[src/rtl/sat_absneg_unit.sv]
module sat_absneg_unit #(
  parameter int DATA_W = 64,
  parameter int MIN_W  = 8,
  parameter int CNT_W  = 4
) (
  input  logic              clk,
  input  logic              rst_n,
  input  logic              op_valid,
  input  logic              neg_mode,
  input  logic [1:0]        width_sel,
  input  logic [CNT_W-1:0]  lane_count,
  input  logic [DATA_W-1:0] din,
  input  logic              sat_clr,
  output logic [DATA_W-1:0] dout,
  output logic              sat_flag
);
  localparam int NUM_WIDTHS = 4;

  logic [DATA_W-1:0] res_by_w [NUM_WIDTHS];
  logic [NUM_WIDTHS-1:0] sat_by_w;
  logic ovf;

  for (genvar k = 0; k < NUM_WIDTHS; k++) begin : g_width
    localparam int W = MIN_W << k;
    localparam int N = DATA_W / W;
    logic [DATA_W-1:0] res;
    logic [N-1:0]      lane_sat;

    for (genvar i = 0; i < N; i++) begin : g_lane
      logic [W-1:0] x, y;
      logic is_min, act;
      assign x      = din[i*W +: W];
      assign is_min = (x == {1'b1, {(W-1){1'b0}}});
      assign act    = (lane_count > CNT_W'(i));
      assign y      = is_min ? {1'b0, {(W-1){1'b1}}}
                    : (neg_mode | x[W-1]) ? (~x + 1'b1) : x;
      assign res[i*W +: W] = act ? y : '0;
      assign lane_sat[i]   = act & is_min;
    end

    if (N * W < DATA_W) begin : g_pad
      assign res[DATA_W-1:N*W] = '0;
    end

    assign res_by_w[k] = res;
    assign sat_by_w[k] = |lane_sat;
  end

  assign dout = res_by_w[width_sel];
  assign ovf  = sat_by_w[width_sel];

  always_ff @(posedge clk) begin
    if (!rst_n)
      sat_flag <= 1'b0;
    else if (sat_clr || (op_valid && ovf))
      sat_flag <= op_valid && ovf;
  end
endmodule

[config.mk]
export PLATFORM = sky130hd
export DESIGN_NAME = sat_absneg_unit
export DESIGN_NICKNAME = d
export VERILOG_FILES = /design/src/rtl/sat_absneg_unit.sv
export SDC_FILE = /design/constraint.sdc
export NUM_CORES = 1
export LEC_CHECK = 0
export BUFFER_PORTS_ARGS = -buffer_cell sky130_fd_sc_hd__buf_2
export CAP_MARGIN = 20
export CORE_AREA = 2 2 147 149
export DETAILED_ROUTE_END_ITERATION = 8
export DIE_AREA = 0 0 149 151
export GPL_ROUTABILITY_DRIVEN = 1
export PLACE_DENSITY = 0.55
export SYNTH_ARGS = -nofsm -noshare
export SYNTH_HDL_FRONTEND = slang
export SYNTH_SLANG_ARGS = --single-unit
[constraint.sdc]
create_clock -name clk -period 7.77 [get_ports clk]
set_input_delay 1.9425 -clock clk [delete_from_list [all_inputs] [get_ports clk]]
set_output_delay 1.9425 -clock clk [all_outputs]
set_load 0.03 [all_outputs]
==> results of run 1 <==
==> cell families (layout without fill, tap and decap cells) <==
logic type / count (synthesis) / count (layout) / share of synthesized area [%]
adder cells (fa/ha/maj): 9 / 9 / 1.570
XOR/XNOR: 143 / 143 / 17.47
AND/OR/NAND/NOR: 453 / 453 / 32.04
other: 0 / 2 / 0
flip-flops: 1 / 1 / 0.2792
AO/OA/AOI/OAI: 453 / 453 / 37.90
multiplexers: 15 / 15 / 2.146
buffers and inverters: 153 / 200 / 8.602
==> synth_stat cells (6+ instances only) <==
cell type and instances:
o22ai_1 17, buf_2 16, or3_1 12, o211ai_1 8, or2_2 8, ha_1 9, inv_1 22, nand2_1 120
nand4_1 14, o21ai_1 8, clkbuf_1 97, o221ai_1 12, a211oi_1 26, xor2_1 61, mux2i_1 12, xnor2_1 82
nor2_1 128, nor4_1 19, o21bai_1 7, o31ai_1 8, and2_1 6, nor3_1 56, a21oi_1 142, and3_1 10
a311oi_1 10, buf_1 13, nor2b_1 11, a31oi_1 53, o21ai_0 125, nand3_1 20
==> worst max-delay path by stage <==
stage	start	end	depth (start not counted)
6_report	din[25]	dout[15]	11
5_1_grt	din[25]	dout[15]	11
4_1_cts	din[25]	dout[15]	11
3_5_place_dp	din[25]	dout[15]	11
3_3_place_gp	din[25]	dout[15]	11
2_1_floorplan	din[16]	dout[26]	12
==> layer usage <==
layer	GRT usage, %	part of all wire [%]
met1	36.90	44
met2	43.59	46
met3	1.807	7.5
met4	7.095	2.5
met5	0	0
==> layout by cell type, fill, tap and decap left out, types with 22 or more instances in the layout <==
master	netlist	layout
a211oi_1	26	26
a21oi_1	142	142
a31oi_1	53	53
buf_2	16	139
buf_4	4	38
inv_1	22	22
nand2_1	120	120
nor2_1	128	125
nor3_1	56	56
o21ai_0	125	125
xnor2_1	82	82
xor2_1	61	61
==> worst max-delay path: stages <==
cell and delay (ps):
buf_2 140, inv_1 140, ha_1 330, nor3b_2 500, nand2_1 340, nor2_1 390
a21oi_1 300, buf_4 270, a221o_1 310, o21ai_0 150, buf_2 270
==> power by group <==
part,internal (mW),switching [mW]
Sequential,0.00549,0.0000788
Clock,0.0000000344,0
Combinational,0.183,0.363
==> final cells by class <==
class | count | area [um2] | area share, %
Antenna cell | 2 | 5.005 | 0.06257
Inverter | 22 | 82.58 | 1.032
Multi-Input combinational cell | 1073 | 6546 | 81.84
Sequential cell | 1 | 20.02 | 0.2503
Tap cell | 275 | 344.1 | 4.302
Timing Repair Buffer | 178 | 1001 | 12.51
==> results.md, run 1 <==
* R2R cell count at 3
* WHS Endpoint: sat_flag
* Flop2flop setup slack at ~6900 ps
* Synth cell types at between 70 and 80
* Remaining antenna violation count at 0
* Gr usage total at 26.32%
* Post-cts sizing count at 0
* Worst Tran Pin Value at around 980 ps
* Total congestion overflow at 0
* MaxCap Viol Count at 0
* Setup CP Type: in -> out
* Post-synthesis sequential area ratio at less than 1%
* Placed cell areas at between 7000 and 8000 um2
* First-pass detailed-route iteration total at 5
* Post-CTS setup buffer count at 0
* Vias in the first global route at 8591
* Clk Latency, worst-skew pair at 0 ps
* Pin count of the biggest net entering global routing at between 60 and 70
* Die ar. at between 20000 and 25000 um2
* Most flops, register: sat_flag
* Post-synth EDFFs at 0
* Boundary pin count at between 100 and 150
* Drt total wl at approximately 31000 um
* Final hold viol count at 0
* Setup_tns at 0 ps
* Setup WS post-layout at approximately 730 ps
* PD cells at 69.02 nW/um2
* Outcome: finished, final reports clean
* Initial antenna violation count at 2
* Syn Nets at about 1.3k
* CP endpoint kind: output pin
* Async SR Flop Fraction at 0%
* Max FFs per register at 1
* Share of layout cells above drive strength 1 at around 17%
* HP Start: sat_flag
* Worst-path maximum fanout at 9
* Fin nets at approximately 1.4k
* Design area at between 7000 and 8000 um2
* WHS at ~640 ps
* Crit path required time at just under 6000 ps
* Place WS at 822.5 ps
* Leakage power at between 3 and 4 nW
* WL/cell at 20.28 um
* 1st-iter DRT viols at 857
* Starting Density at 34.44%
* Row count at 53
* Routability congestion estimate at approximately 0.9
* Core Region at 20820 um2
* Slew margin rel. at roughly a third
* Layout area overhead at 11.55%
* Non-Filler Instances at 1551
* Vias per inst at 6.210
* FILL cells at approximately 2.3k
* Die Y-Extent at 151 um
* First-pass GRT wire length at a little under 50000 um
* Final Skew at 0 ps
* Final Cycle Share at 90.60%
* Syn_area_per_cell at 5.844 um2
* Post-synth top area cell: xnor2_1
* Setup crit start kind: primary input
* Post-DP HPWL at 22510 um
* Top cell type's share of synthesized area at 10.02%
* CTS Hold Bufs at 0
* Synth area leaders: xnor2_1, a21oi_1, o21ai_0
* Mapped Area at roughly 7200 um2
* Port-buffer cells at 139
* Slew Viols, Final at 0
* Clk slew on worst S/H paths at 0 ps
* Setup-failing EPs final at 0
* R2r startpoint: sat_flag
* Pwr Total at approximately 550 uW
* Dpl cells at ~1.5k
* CP arrival at between 5000 and 6000 ps
* Syn. warnings at 0
* Biggest regs: sat_flag: 1 flops
* Hold Crit Class: reg -> reg
* FF-to-FF End: sat_flag
* Die Width at 149 um
* Tmin final at roughly 7000 ps
* Post-Route Utilization at roughly 38%
* Max Fclk at 142.1 MHz
* Synthesized instance count at approximately 1.2k
* Via count at 9631
* Drt drc at 0
* RSZ-0062 raised after global routing: no
* Dominant synthesized flop cell: dfxtp_1
* Hold path depth at 3
* Worst VDD drop at 0.04364 mV
* Seq cells post-synth at 1
No activity file was read; power rests on OpenSTA's default activity.
==> inputs of run 2 (changes only) <==
- BUFFER_PORTS_ARGS: -buffer_cell sky130_fd_sc_hd__buf_2 -> -buffer_cell sky130_fd_sc_hd__clkbuf_2
- clock period: 7.77 -> 8.9 ns (I/O delays scaled with it)
==> run 2 against run 1 <==
- die area unchanged
- largest power group unchanged
- design area fell by 0.94%
- highest routed layer unchanged
- power decreased by 13%
- cell count decreased by 0.58%
- sequential share of layout area hardly changed
==> results.md, run 2 (same netlist as run 1, synthesis figures left out) <==
* Outcome: finished, final reports clean
* Layout area overhead at 10.50%
* Pin count of the biggest net entering global routing at 44 (-32%)
* Clk slew on worst S/H paths at 0 ps (unchanged)
* MaxCap Viol Count at 0 (unchanged)
* Biggest regs: sat_flag: 1 flops
* Post-DP HPWL at 22810 um (+1.3%)
* First-pass detailed-route iteration total at 5 (unchanged)
* CTS Hold Bufs at 0 (unchanged)
* Hold Crit Class: reg -> reg
* Critical Path Most Common Cell: clkbuf_2
* Pwr Total at 481.8 uW (-13%)
* Setup CP Type: in -> out
* RSZ-0062 raised after global routing: no
* Setup_tns at 0 ps (unchanged)
* Leakage power at 2.999 nW (-0.90%)
* Max Fclk at 125.2 MHz
* Worst-path maximum fanout at 15 (+6)
* Slew margin rel. at 29.07% (-5.2 points)
* Crit path required time at 6680 ps (+850 ps)
* First-pass GRT wire length at 47910 um (-1.0%)
* WL/cell at 20.23 um (-0.29%)
* Delay-heaviest family, CP: simple AND/OR/NAND/NOR gates
* Dpl cells at 1541 (-0.52%)
* Non-Filler Instances at 1542 (-0.58%)
* Most flops, register: sat_flag
* Drt total wl at 31190 um (-0.87%)
* Initial antenna violation count at 1 (-1)
* Setup-failing EPs final at 0 (unchanged)
* 1st-iter DRT viols at 1108 (+29%)
* Final Skew at 0 ps (unchanged)
* Commonest non-fill, non-tap cell in the layout: a21oi_1
* Commonest non-fill, non-tap cells in the layout: a21oi_1, clkbuf_2, nor2_1, o21ai_0, nand2_1
* Remaining antenna violation count at 0 (unchanged)
* Fin nets at 1352 (-0.59%)
* Port-buffer cells at 139 (unchanged)
* Final Cycle Share at about nine tenths
* Slew Viols, Final at 0 (unchanged)
* Gr usage total at 26.13% (-0.19 points)
* Worst Path Buf+Inv at 4 (unchanged)
* Row count at 53 (unchanged)
* Routability congestion estimate at 0.9615 (+4.8%)
* WHS at 675.8 ps (+33.13 ps)
* Die Width at 149 um (unchanged)
* Vias per inst at 6.254 (+0.71%)
* Total congestion overflow at 0 (unchanged)
* Die ar. at 22500 um2 (unchanged)
* Final hold viol count at 0 (unchanged)
* CP arrival at 5760 ps (+660 ps)
* Via count at 9643 (+0.12%)
* Drt drc at 0 (unchanged)
* FILL cells at 2345 (+0.34%)
* Boundary pin count at 140 (unchanged)
* Share of layout cells above drive strength 1 at 16.19% (-0.53 points)
* Tmin final at around 8000 ps
* Post-CTS setup buffer count at 0 (unchanged)
* Crit path largest cell delay at 590 ps (+90 ps)
* PD cells at 60.81 nW/um2 (-12%)
* Worst VDD drop at 0.03501 mV (-20%)
* Max FFs per register at 1 (unchanged)
* Vias in the first global route at 8490 (-1.2%)
* Crit path cell chain: clkbuf_2 > inv_1 > ha_1 > nor4b_2 > nand4_1 > nand3b_1 > nor2_2 > buf_4 > o21ai_0 > a31oi_1 > clkbuf_2
* Setup WS post-layout at 910.1 ps (+179.9 ps)
* Clk Latency, worst-skew pair at 0 ps (unchanged)
* Die Y-Extent at 151 um (unchanged)
* Place WS at 988.3 ps (+165.8 ps)
* Starting Density at 34.44% (unchanged)
* Worst-path cell with the longest stage delay: nor2_2
* CP endpoint kind: output pin
* Core Region at 20820 um2 (unchanged)
* Post-cts sizing count at 0 (unchanged)
* Worst Tran Pin Value at 1060 ps (+79.56 ps)
* Setup crit start kind: primary input
## run 2: cell count changes in the layout (fill, tap and decap cells not counted), sizes merged
cell,before,now
buf,178,31
clkbuf,0,139
diode,2,1
## run 2: report_power, final
group / internal, mW / switching [mW] / total (mW)
Sequential: 0.00479 / 0.0000823 / 0.00487
Clock: 0.0000000150 / 0 / 0.0000000150
Combinational: 0.157 / 0.320 / 0.477
Total: 0.162 / 0.320 / 0.482
## run 2: layer usage
metal | share of wire [%] | up-vias | track usage (%)
li1 | - | 4561 | -
met1 | 43 | 4510 | 36.84
met2 | 46 | 518 | 43.59
met3 | 8.9 | 54 | 1.867
met4 | 2.3 | 0 | 5.762
met5 | 0 | - | 0
## run 2: tightest hold or removal path: stages (launching register included)
cell	delay, ps
dfxtp_1	300
and3b_1	200
a31oi_1	50
o41ai_1	80
## run 2: through the flow
| stage | instance area (um2) | util [%] |
|---|---|---|
| final | 7924 | 38.05 |
| after global routing | 7921 | 38.04 |
| after CTS | 7921 | 38.04 |
| after detailed placement | 7921 | 38.04 |
| after global placement | 7921 | 38.04 |
| after floorplan | 7171 | - |
## run 2: path summary, 6_finish.rpt
kind	start	end	slack (ps)	cells past startpoint
max	din[16]	dout[50]	910	11
min reg2reg	sat_flag	sat_flag	680	3
max reg2reg	sat_flag	sat_flag	8020	3
min	sat_flag	sat_flag	680	3
## run 2: layout make-up
class	count	area (um2)	share of cell area (%)
multi-input combinational	1073	6546	82.61
inverter	22	82.58	1.042
timing repair buffer	170	928.4	11.72
sequential	1	20.02	0.2526
tap	275	344.1	4.342
antenna	1	2.502	0.03158
